===== src/rtl/ring_pkg.sv =====
package ring_pkg;

    localparam int ADDR_W = 16;
    localparam int DATA_W = 32;

    typedef enum logic [1:0] {
        OP_NOP   = 2'd0,
        OP_WRITE = 2'd1,
        OP_READ  = 2'd2,
        OP_RDATA = 2'd3
    } op_e;

    typedef struct packed {
        op_e               op;
        logic [ADDR_W-1:0] addr;
        logic [DATA_W-1:0] data;
    } pkt_t;

    typedef enum logic [1:0] {
        CMD_NONE  = 2'd0,
        CMD_WRITE = 2'd1,
        CMD_PEEK  = 2'd2,
        CMD_COPY  = 2'd3
    } cmd_e;

    typedef enum logic [2:0] {
        ST_IDLE,
        ST_ONE,
        ST_ONE_WAIT,
        ST_RD,
        ST_RD_WAIT,
        ST_WR,
        ST_WR_WAIT
    } ctrl_st_e;

    // owning stage index taken from the top sel_w address bits
    function automatic int unsigned stage_sel(input logic [ADDR_W-1:0] a, input int sel_w);
        logic [ADDR_W-1:0] s;
        s = a >> (ADDR_W - sel_w);
        return int'(s);
    endfunction

endpackage


===== src/rtl/ring_stage.sv =====
module ring_stage
    import ring_pkg::*;
#(
    parameter int STAGE_ID = 0,
    parameter int STAGES   = 4,
    parameter int WORDS    = 16
) (
    input  logic clk,
    input  logic rst,
    input  pkt_t pkt_in,
    output pkt_t pkt_out
);
    localparam int SEL_W = $clog2(STAGES);
    localparam int LOC_W = $clog2(WORDS);

    logic [DATA_W-1:0] mem [WORDS];
    logic              owned;
    logic [LOC_W-1:0]  loc;

    assign owned = (stage_sel(pkt_in.addr, SEL_W) == STAGE_ID);
    assign loc   = pkt_in.addr[LOC_W-1:0];

    always_ff @(posedge clk) begin
        if (rst) begin
            pkt_out <= '0;
            for (int i = 0; i < WORDS; i++) mem[i] <= '0;
        end else begin
            pkt_out <= pkt_in;
            if (owned && pkt_in.op == OP_WRITE) begin
                mem[loc] <= pkt_in.data;
            end
            if (owned && pkt_in.op == OP_READ) begin
                pkt_out.op   <= OP_RDATA;
                pkt_out.data <= mem[loc];
            end
        end
    end
endmodule


===== src/rtl/ring_fifo.sv =====
module ring_fifo #(
    parameter int DEPTH = 16,
    parameter int W     = 32
) (
    input  logic         clk,
    input  logic         rst,
    input  logic         push,
    input  logic [W-1:0] din,
    input  logic         pop,
    output logic [W-1:0] dout
);
    localparam int PW = (DEPTH > 1) ? $clog2(DEPTH) : 1;

    logic [W-1:0]  store [DEPTH];
    logic [PW-1:0] wr_ptr, rd_ptr;

    function automatic logic [PW-1:0] bump(input logic [PW-1:0] p);
        return (p == PW'(DEPTH - 1)) ? '0 : p + PW'(1);
    endfunction

    assign dout = store[rd_ptr];

    always_ff @(posedge clk) begin
        if (rst) begin
            wr_ptr <= '0;
            rd_ptr <= '0;
            for (int i = 0; i < DEPTH; i++) store[i] <= '0;
        end else begin
            if (push) begin
                store[wr_ptr] <= din;
                wr_ptr        <= bump(wr_ptr);
            end
            if (pop) rd_ptr <= bump(rd_ptr);
        end
    end
endmodule


===== src/rtl/ring_ctrl.sv =====
module ring_ctrl
    import ring_pkg::*;
#(
    parameter int STAGES  = 4,
    parameter int MAX_LEN = 16,
    parameter int LEN_W   = 6
) (
    input  logic              clk,
    input  logic              rst,
    input  logic              cmd_valid,
    input  logic [1:0]        cmd_kind,
    input  logic [ADDR_W-1:0] cmd_addr,
    input  logic [ADDR_W-1:0] cmd_src,
    input  logic [LEN_W-1:0]  cmd_len,
    input  logic [DATA_W-1:0] cmd_data,
    input  pkt_t              ret,
    input  logic [DATA_W-1:0] fifo_dout,
    output pkt_t              inj,
    output logic              fifo_push,
    output logic              fifo_pop,
    output logic              cmd_ready,
    output logic              rd_valid,
    output logic [DATA_W-1:0] rd_data,
    output logic              done
);
    localparam int IF_W = $clog2(MAX_LEN + STAGES + 2);

    ctrl_st_e          state;
    cmd_e              kind_q;
    logic [ADDR_W-1:0] dst_q, src_q;
    logic [DATA_W-1:0] data_q;
    logic [LEN_W-1:0]  len_q, idx;
    logic [IF_W-1:0]   inflight;
    logic [LEN_W-1:0]  len_eff;
    logic [ADDR_W-1:0] idx_ext;
    logic              accept, inj_live, ret_live, last_idx;

    assign cmd_ready = (state == ST_IDLE);
    assign accept    = cmd_valid && cmd_ready && (cmd_e'(cmd_kind) != CMD_NONE);
    assign len_eff   = (cmd_len > LEN_W'(MAX_LEN)) ? LEN_W'(MAX_LEN) : cmd_len;
    assign idx_ext   = {{(ADDR_W-LEN_W){1'b0}}, idx};
    assign last_idx  = (idx == len_q - LEN_W'(1));

    always_comb begin
        inj = '0;
        unique case (state)
            ST_ONE: begin
                inj.op   = (kind_q == CMD_WRITE) ? OP_WRITE : OP_READ;
                inj.addr = dst_q;
                inj.data = data_q;
            end
            ST_RD: begin
                inj.op   = OP_READ;
                inj.addr = src_q + idx_ext;
            end
            ST_WR: begin
                inj.op   = OP_WRITE;
                inj.addr = dst_q + idx_ext;
                inj.data = fifo_dout;
            end
            default: inj = '0;
        endcase
    end

    assign inj_live  = (inj.op != OP_NOP);
    assign ret_live  = (ret.op != OP_NOP);
    assign fifo_push = (ret.op == OP_RDATA) && (state == ST_RD || state == ST_RD_WAIT);
    assign fifo_pop  = (state == ST_WR);

    always_ff @(posedge clk) begin
        if (rst) begin
            state    <= ST_IDLE;
            kind_q   <= CMD_NONE;
            dst_q    <= '0;
            src_q    <= '0;
            data_q   <= '0;
            len_q    <= '0;
            idx      <= '0;
            inflight <= '0;
            rd_valid <= 1'b0;
            rd_data  <= '0;
            done     <= 1'b0;
        end else begin
            rd_valid <= 1'b0;
            done     <= 1'b0;
            inflight <= inflight + IF_W'(inj_live) - IF_W'(ret_live);
            unique case (state)
                ST_IDLE: if (accept) begin
                    kind_q <= cmd_e'(cmd_kind);
                    dst_q  <= cmd_addr;
                    src_q  <= cmd_src;
                    data_q <= cmd_data;
                    len_q  <= len_eff;
                    idx    <= '0;
                    if (cmd_e'(cmd_kind) == CMD_COPY)
                        state <= (len_eff == '0) ? ST_WR_WAIT : ST_RD;
                    else
                        state <= ST_ONE;
                end
                ST_ONE: state <= ST_ONE_WAIT;
                ST_ONE_WAIT: begin
                    if (ret.op == OP_RDATA && kind_q == CMD_PEEK) begin
                        rd_valid <= 1'b1;
                        rd_data  <= ret.data;
                    end
                    if (inflight == '0) begin
                        state <= ST_IDLE;
                        done  <= 1'b1;
                    end
                end
                ST_RD: begin
                    idx <= idx + LEN_W'(1);
                    if (last_idx) begin
                        idx   <= '0;
                        state <= ST_RD_WAIT;
                    end
                end
                ST_RD_WAIT: if (inflight == '0) state <= ST_WR;
                ST_WR: begin
                    idx <= idx + LEN_W'(1);
                    if (last_idx) state <= ST_WR_WAIT;
                end
                ST_WR_WAIT: if (inflight == '0) begin
                    state <= ST_IDLE;
                    done  <= 1'b1;
                end
                default: state <= ST_IDLE;
            endcase
        end
    end
endmodule


===== src/rtl/ring_copy_top.sv =====
module ring_copy_top
    import ring_pkg::*;
#(
    parameter int STAGES  = 4,
    parameter int WORDS   = 16,
    parameter int MAX_LEN = 16,
    parameter int LEN_W   = $clog2(MAX_LEN) + 2
) (
    input  logic              clk,
    input  logic              rst,
    input  logic              cmd_valid,
    input  logic [1:0]        cmd_kind,
    input  logic [15:0]       cmd_addr,
    input  logic [15:0]       cmd_src,
    input  logic [LEN_W-1:0]  cmd_len,
    input  logic [31:0]       cmd_data,
    output logic              cmd_ready,
    output logic              rd_valid,
    output logic [31:0]       rd_data,
    output logic              done
);
    // ring[0] is the injected packet, ring[k+1] leaves stage k
    pkt_t [STAGES:0]   ring;
    logic              fifo_push, fifo_pop;
    logic [DATA_W-1:0] fifo_dout;

    genvar k;
    generate
        for (k = 0; k < STAGES; k++) begin : g_stage
            ring_stage #(
                .STAGE_ID(k), .STAGES(STAGES), .WORDS(WORDS)
            ) u_stage (
                .clk(clk), .rst(rst), .pkt_in(ring[k]), .pkt_out(ring[k+1])
            );
        end
    endgenerate

    ring_fifo #(.DEPTH(MAX_LEN), .W(DATA_W)) u_fifo (
        .clk(clk), .rst(rst),
        .push(fifo_push), .din(ring[STAGES].data),
        .pop(fifo_pop), .dout(fifo_dout)
    );

    ring_ctrl #(.STAGES(STAGES), .MAX_LEN(MAX_LEN), .LEN_W(LEN_W)) u_ctrl (
        .clk(clk), .rst(rst),
        .cmd_valid(cmd_valid), .cmd_kind(cmd_kind), .cmd_addr(cmd_addr),
        .cmd_src(cmd_src), .cmd_len(cmd_len), .cmd_data(cmd_data),
        .ret(ring[STAGES]), .fifo_dout(fifo_dout), .inj(ring[0]),
        .fifo_push(fifo_push), .fifo_pop(fifo_pop),
        .cmd_ready(cmd_ready), .rd_valid(rd_valid), .rd_data(rd_data), .done(done)
    );
endmodule


===== config.mk =====
export PLATFORM = sky130hd
export DESIGN_NAME = ring_copy_top
export DESIGN_NICKNAME = d
export VERILOG_FILES = /design/src/rtl/ring_pkg.sv /design/src/rtl/ring_stage.sv /design/src/rtl/ring_fifo.sv /design/src/rtl/ring_ctrl.sv /design/src/rtl/ring_copy_top.sv
export SDC_FILE = /design/constraint.sdc
export NUM_CORES = 2
export LEC_CHECK = 0
export BUFFER_PORTS_ARGS = -buffer_cell sky130_fd_sc_hd__buf_2
export CAP_MARGIN = 10
export CELL_PAD_IN_SITES_DETAIL_PLACEMENT = 0
export CELL_PAD_IN_SITES_GLOBAL_PLACEMENT = 2
export CORE_UTILIZATION = 52
export CTS_BUF_LIST = sky130_fd_sc_hd__clkbuf_8
export DETAILED_ROUTE_END_ITERATION = 8
export HOLD_SLACK_MARGIN = 0.06
export PLACE_DENSITY = 0.91
export SYNTH_ARGS = -nofsm -noshare
export SYNTH_HDL_FRONTEND = slang
export SYNTH_SLANG_ARGS = --single-unit

===== constraint.sdc =====
create_clock -name clk -period 10.8 [get_ports clk]
set_clock_uncertainty 0.15 [all_clocks]
set_input_delay 1.08 -clock clk [delete_from_list [all_inputs] [get_ports clk]]
set_output_delay 1.08 -clock clk [all_outputs]
set_load 0.005 [all_outputs]

==> run_summary.xml <==
<?xml version="1.0" encoding="UTF-8"?>
<metrics>
  <group name="clock_tree">
    <metric name="postCtsSetupRepairBufs" unit="">0</metric>
    <metric name="root_buffer" unit="">sky130_fd_sc_hd__clkbuf_8</metric>
    <metric name="clock_pin_slew_on_the_worst_setup_and_hold_paths" unit="ns">0.06</metric>
    <metric name="postcts_resize_cnt" unit="">0</metric>
    <metric name="cts_num_sinks" unit="">2846</metric>
    <metric name="cts.htree.levels" unit="">5</metric>
    <metric name="cts_hold_repair.buffers" unit="">25</metric>
    <metric name="cts_tree" unit="">done</metric>
    <metric name="cts_made_buffers" unit="">464</metric>
    <metric name="clock_latency" unit="ns">1.15</metric>
    <metric name="ctsLongestPathBuffers" unit="">4</metric>
  </group>
  <group name="floorplanning">
    <metric name="die_area" unit="sq um">253900</metric>
    <metric name="initial_core_utilization" unit="%">52.49</metric>
    <metric name="core-area" unit="sq um">249600</metric>
    <metric name="chipWidth" unit="um">503.9</metric>
    <metric name="die-height" unit="um">503.9</metric>
    <metric name="top_level_ports" unit="">110</metric>
    <metric name="placement_rows" unit="">183</metric>
  </group>
  <group name="setup_path">
    <metric name="timing.critical_path.from_type" unit="">register</metric>
    <metric name="rr_endpoint" unit="">g_stage[0].u_stage.mem[10][18]</metric>
    <metric name="worstSetupEndpointType" unit="">register</metric>
    <metric name="cp_max_fo" unit="">154</metric>
    <metric name="ff2ff_setup_slack" unit="ns">3.42</metric>
    <metric name="reg2reg_depth" unit="">12</metric>
    <metric name="crit_path_required_time" unit="ns">11.39</metric>
    <metric name="timing.setup.critical_path_class" unit="">reg2reg</metric>
    <metric name="crit_chain" unit="">and3b_1, nand2_1, nand2_1, ha_1, fa_1, nor2b_4, mux2_8, and2_1, nand4_1, buf_4, o21ai_4, buf_4</metric>
    <metric name="rr_startpoint" unit="">u_ctrl.state[1]</metric>
    <metric name="timing.critical_path.slowest_cell_delay" unit="ns">1.02</metric>
    <metric name="critical_path_buf_inv_count" unit="">2</metric>
    <metric name="critical_path_at" unit="ns">7.97</metric>
    <metric name="worst_path_max_delay_cell" unit="">sky130_fd_sc_hd__dfxtp_1</metric>
    <metric name="critical_path.top_delay_family" unit="">simple AND/OR/NAND/NOR gates</metric>
  </group>
  <group name="outcome">
    <metric name="run_status" unit="">finished, final reports clean</metric>
  </group>
  <group name="min_path">
    <metric name="whs_endpoint" unit="">u_ctrl.data_q[16]</metric>
    <metric name="min_from" unit="">cmd_data[16]</metric>
    <metric name="hold-path-cell-count" unit="">3</metric>
    <metric name="hold_path_class" unit="">in2reg</metric>
  </group>
  <group name="sta">
    <metric name="finalWorstPathRequiredPeriod" unit="ns">7.379</metric>
    <metric name="rsz0062_at_grt" unit="">false</metric>
    <metric name="worst_pin_slew" unit="ns">1.254</metric>
    <metric name="report.final.hold_viol_count" unit="">0</metric>
    <metric name="fin_crit_sh" unit="%">68.33</metric>
    <metric name="timing.final.max_slew_violations" unit="">0</metric>
    <metric name="fmax" unit="GHz">0.1355</metric>
    <metric name="maxSlewHeadroom" unit="%">16.43</metric>
    <metric name="finalSetupTns" unit="ns">0</metric>
    <metric name="final_setup_violation_count" unit="">0</metric>
  </group>
  <group name="yosys">
    <metric name="postSynthCellCount" unit="">9481</metric>
    <metric name="post_synth.cell_area_avg" unit="sq um">13.82</metric>
    <metric name="synth_edf_count" unit="">2560</metric>
    <metric name="post_synth_num_cell_types" unit="">70</metric>
    <metric name="seq_area_frac_synth" unit="%">63.05</metric>
    <metric name="synth.yosys.warnings" unit="">0</metric>
    <metric name="netlist_top_cells_area" unit="">sky130_fd_sc_hd__edfxtp_1 (59%), sky130_fd_sc_hd__mux4_2 (10%), sky130_fd_sc_hd__and2_1 (9.8%)</metric>
    <metric name="postSynthRegisterBits" unit="">2846</metric>
    <metric name="synth.cell_area" unit="sq um">131000</metric>
    <metric name="synth_common_cells" unit="">sky130_fd_sc_hd__edfxtp_1 (2560), sky130_fd_sc_hd__and2_1 (2053), sky130_fd_sc_hd__clkbuf_1 (768)</metric>
    <metric name="ys_dominant_reg_cell" unit="">sky130_fd_sc_hd__edfxtp_1</metric>
    <metric name="synth_fp_nets" unit="">9577</metric>
    <metric name="async_s_r_ff_share_synth" unit="%">0</metric>
    <metric name="yosys.area.top_type_share" unit="%">58.68</metric>
    <metric name="synth_area_leader_cell" unit="">sky130_fd_sc_hd__edfxtp_1</metric>
    <metric name="yosys.cell_count.top_type" unit="">sky130_fd_sc_hd__edfxtp_1</metric>
  </group>
  <group name="finish">
    <metric name="layout-drive-gt1-share" unit="%">18.88</metric>
    <metric name="fin_area" unit="sq um">144600</metric>
    <metric name="stdcell_count" unit="">13120</metric>
    <metric name="fin_util" unit="%">57.93</metric>
    <metric name="design.final.nets" unit="">9490</metric>
    <metric name="final-seq-area" unit="sq um">82650</metric>
    <metric name="areaGrowthSynthToFinish" unit="%">10.36</metric>
    <metric name="multi_input_gate_area" unit="sq um">46040</metric>
    <metric name="filler_cell_count" unit="">19510</metric>
  </group>
  <group name="grt">
    <metric name="antenna_found_initial" unit="">29</metric>
    <metric name="first_global_vias" unit="">82540</metric>
    <metric name="globalRouteTotalUtil" unit="%">30.51</metric>
    <metric name="global_route.overflow_total" unit="">0</metric>
    <metric name="first_pass_grt_wire_length" unit="um">567800</metric>
    <metric name="grt_start_max_net_pins" unit="">155</metric>
  </group>
  <group name="route">
    <metric name="num_vias" unit="">83720</metric>
    <metric name="detail_route.first_pass.iterations" unit="">6</metric>
    <metric name="remaining_drc_errors" unit="">0</metric>
    <metric name="wl_per_cell" unit="um">29.93</metric>
    <metric name="drtIter0Drc" unit="">10580</metric>
    <metric name="totalWireLength" unit="um">392700</metric>
    <metric name="vias_per_cell" unit="">6.381</metric>
    <metric name="drtAntennaViolNets" unit="">0</metric>
  </group>
  <group name="power">
    <metric name="leakagePower" unit="nW">48.96</metric>
    <metric name="vdd_drop_max" unit="V">0.0001133</metric>
    <metric name="pwr_density_cell" unit="nW/um^2">157.9</metric>
  </group>
  <group name="placement">
    <metric name="port_buffers" unit="">109</metric>
    <metric name="routabilityCongestion" unit="">0.8483</metric>
    <metric name="dp_hpwl" unit="um">218600</metric>
    <metric name="dp_cells" unit="">12230</metric>
    <metric name="placed_cell_area" unit="sq um">135500</metric>
  </group>
  <group name="job">
    <metric name="max_cap_violations" unit="">0</metric>
  </group>
</metrics>
==> cell usage in the layout, fill, tap and decap left out, types with 35 or more instances in the layout <==
cell type	Yosys	layout
sky130_fd_sc_hd__a21bo_2	64	64
sky130_fd_sc_hd__buf_4	25	258
sky130_fd_sc_hd__a31oi_1	128	128
sky130_fd_sc_hd__buf_2	102	108
sky130_fd_sc_hd__mux4_2	608	608
sky130_fd_sc_hd__nor3_1	440	427
sky130_fd_sc_hd__o21ai_4	0	61
sky130_fd_sc_hd__nand2b_1	397	395
sky130_fd_sc_hd__mux2i_1	35	35
sky130_fd_sc_hd__nor2_2	0	40
sky130_fd_sc_hd__clkbuf_8	0	525
sky130_fd_sc_hd__dfxtp_1	286	269
sky130_fd_sc_hd__clkinv_1	0	79
sky130_fd_sc_hd__edfxtp_1	2560	2560
sky130_fd_sc_hd__nand2_1	634	633
sky130_fd_sc_hd__a221oi_1	65	65
sky130_fd_sc_hd__nor2_1	121	70
sky130_fd_sc_hd__a211oi_1	131	130
sky130_fd_sc_hd__o221ai_1	193	193
sky130_fd_sc_hd__nor4_1	131	130
sky130_fd_sc_hd__a2111oi_0	65	65
sky130_fd_sc_hd__nor2b_1	84	83
sky130_fd_sc_hd__a21oi_1	218	217
sky130_fd_sc_hd__inv_1	22	213
sky130_fd_sc_hd__and2_1	2053	2053
==> sequential cells by signal, summed over array words and instances (netlist names), 4 cells and up, named ones only <==
signal,cells
u_fifo.store,512
u_ctrl.data_q,32
u_ctrl.dst_q,16
u_ctrl.len_q,6
g_stage.u_stage.pkt_out,154
u_ctrl.idx,6
u_fifo.rd_ptr,4
u_ctrl.src_q,16
u_fifo.wr_ptr,4
u_ctrl.inflight,5
g_stage.u_stage.mem,2048
u_ctrl.rd_data,32
==> metal layers <==
metal | up-vias | GRT usage [%] | share of wire, %
met2 | 4886 | 48.17 | 47
li1 | 35170 | - | -
met3 | 873 | 5.756 | 10
met5 | - | 0 | 0.0069
met4 | 4 | 14.29 | 5.1
met1 | 42780 | 41.05 | 38
==> logic make-up (layout without fill, tap and decap cells) <==
kind of cell | count (synthesis) | after routing | synth area share (%)
fa+ha+maj | 21 | 21 | 0.2120
xor+xnor | 21 | 21 | 0.1547
compound gates | 1027 | 1027 | 5.826
mux | 647 | 647 | 10.77
flops | 2846 | 2846 | 63.05
simple gates | 3946 | 3946 | 17.02
buf+inv | 973 | 1264 | 2.974
other cells | 0 | 19 | 0
==> how the worst max path moves through the flow <==
stage / start / end / slack, ns / cells after the start
2_1_floorplan: u_ctrl.state[1] / g_stage[0].u_stage.mem[1][0] / 4.73 / 13
3_3_place_gp: u_ctrl.state[1] / g_stage[0].u_stage.mem[10][30] / 3.61 / 12
3_5_place_dp: u_ctrl.state[1] / g_stage[0].u_stage.mem[10][24] / 3.50 / 12
4_1_cts: u_ctrl.state[1] / g_stage[0].u_stage.mem[10][18] / 3.49 / 12
5_1_grt: u_ctrl.state[1] / g_stage[0].u_stage.mem[10][18] / 3.06 / 12
6_report: u_ctrl.state[1] / g_stage[0].u_stage.mem[10][18] / 3.42 / 12
==> stage by stage <==
stage	power [mW]	setup slack (ns)	hold WS, ns
floorplan	13.53	4.730	0.2797
global placement	14.07	3.613	0.2890
detailed placement	14.12	3.503	0.2975
CTS	22.88	3.493	0.08113
global route	23.44	3.065	0.1054
finish	22.82	3.421	0.1483
==> worst reg2reg max path: cells and delay by family, from the launching register on <==
family | cells | cell delay, ns
compound gates | 1 | 0.60
fa+ha+maj | 2 | 0.78
buf+inv | 2 | 1.15
flops | 1 | 1.02
mux | 1 | 0.87
simple gates | 6 | 2.45
==> final cells by class <==
| type | count | share of cell area (%) |
|---|---|---|
| clock inverters | 319 | 1.045 |
| clock buffers | 525 | 4.998 |
| multi-input cells | 5662 | 31.84 |
| inverters | 23 | 0.06490 |
| diodes | 19 | 0.03288 |
| flip-flops and latches | 2846 | 57.16 |
| well taps | 3330 | 2.882 |
| repair buffers | 397 | 1.971 |
==> power breakdown <==
group          switching, mW  internal (mW)
registers              0.202           12.3
clock network           4.30           4.60
logic                  0.963          0.408
Note: power is estimated with default switching activity, not from simulation.
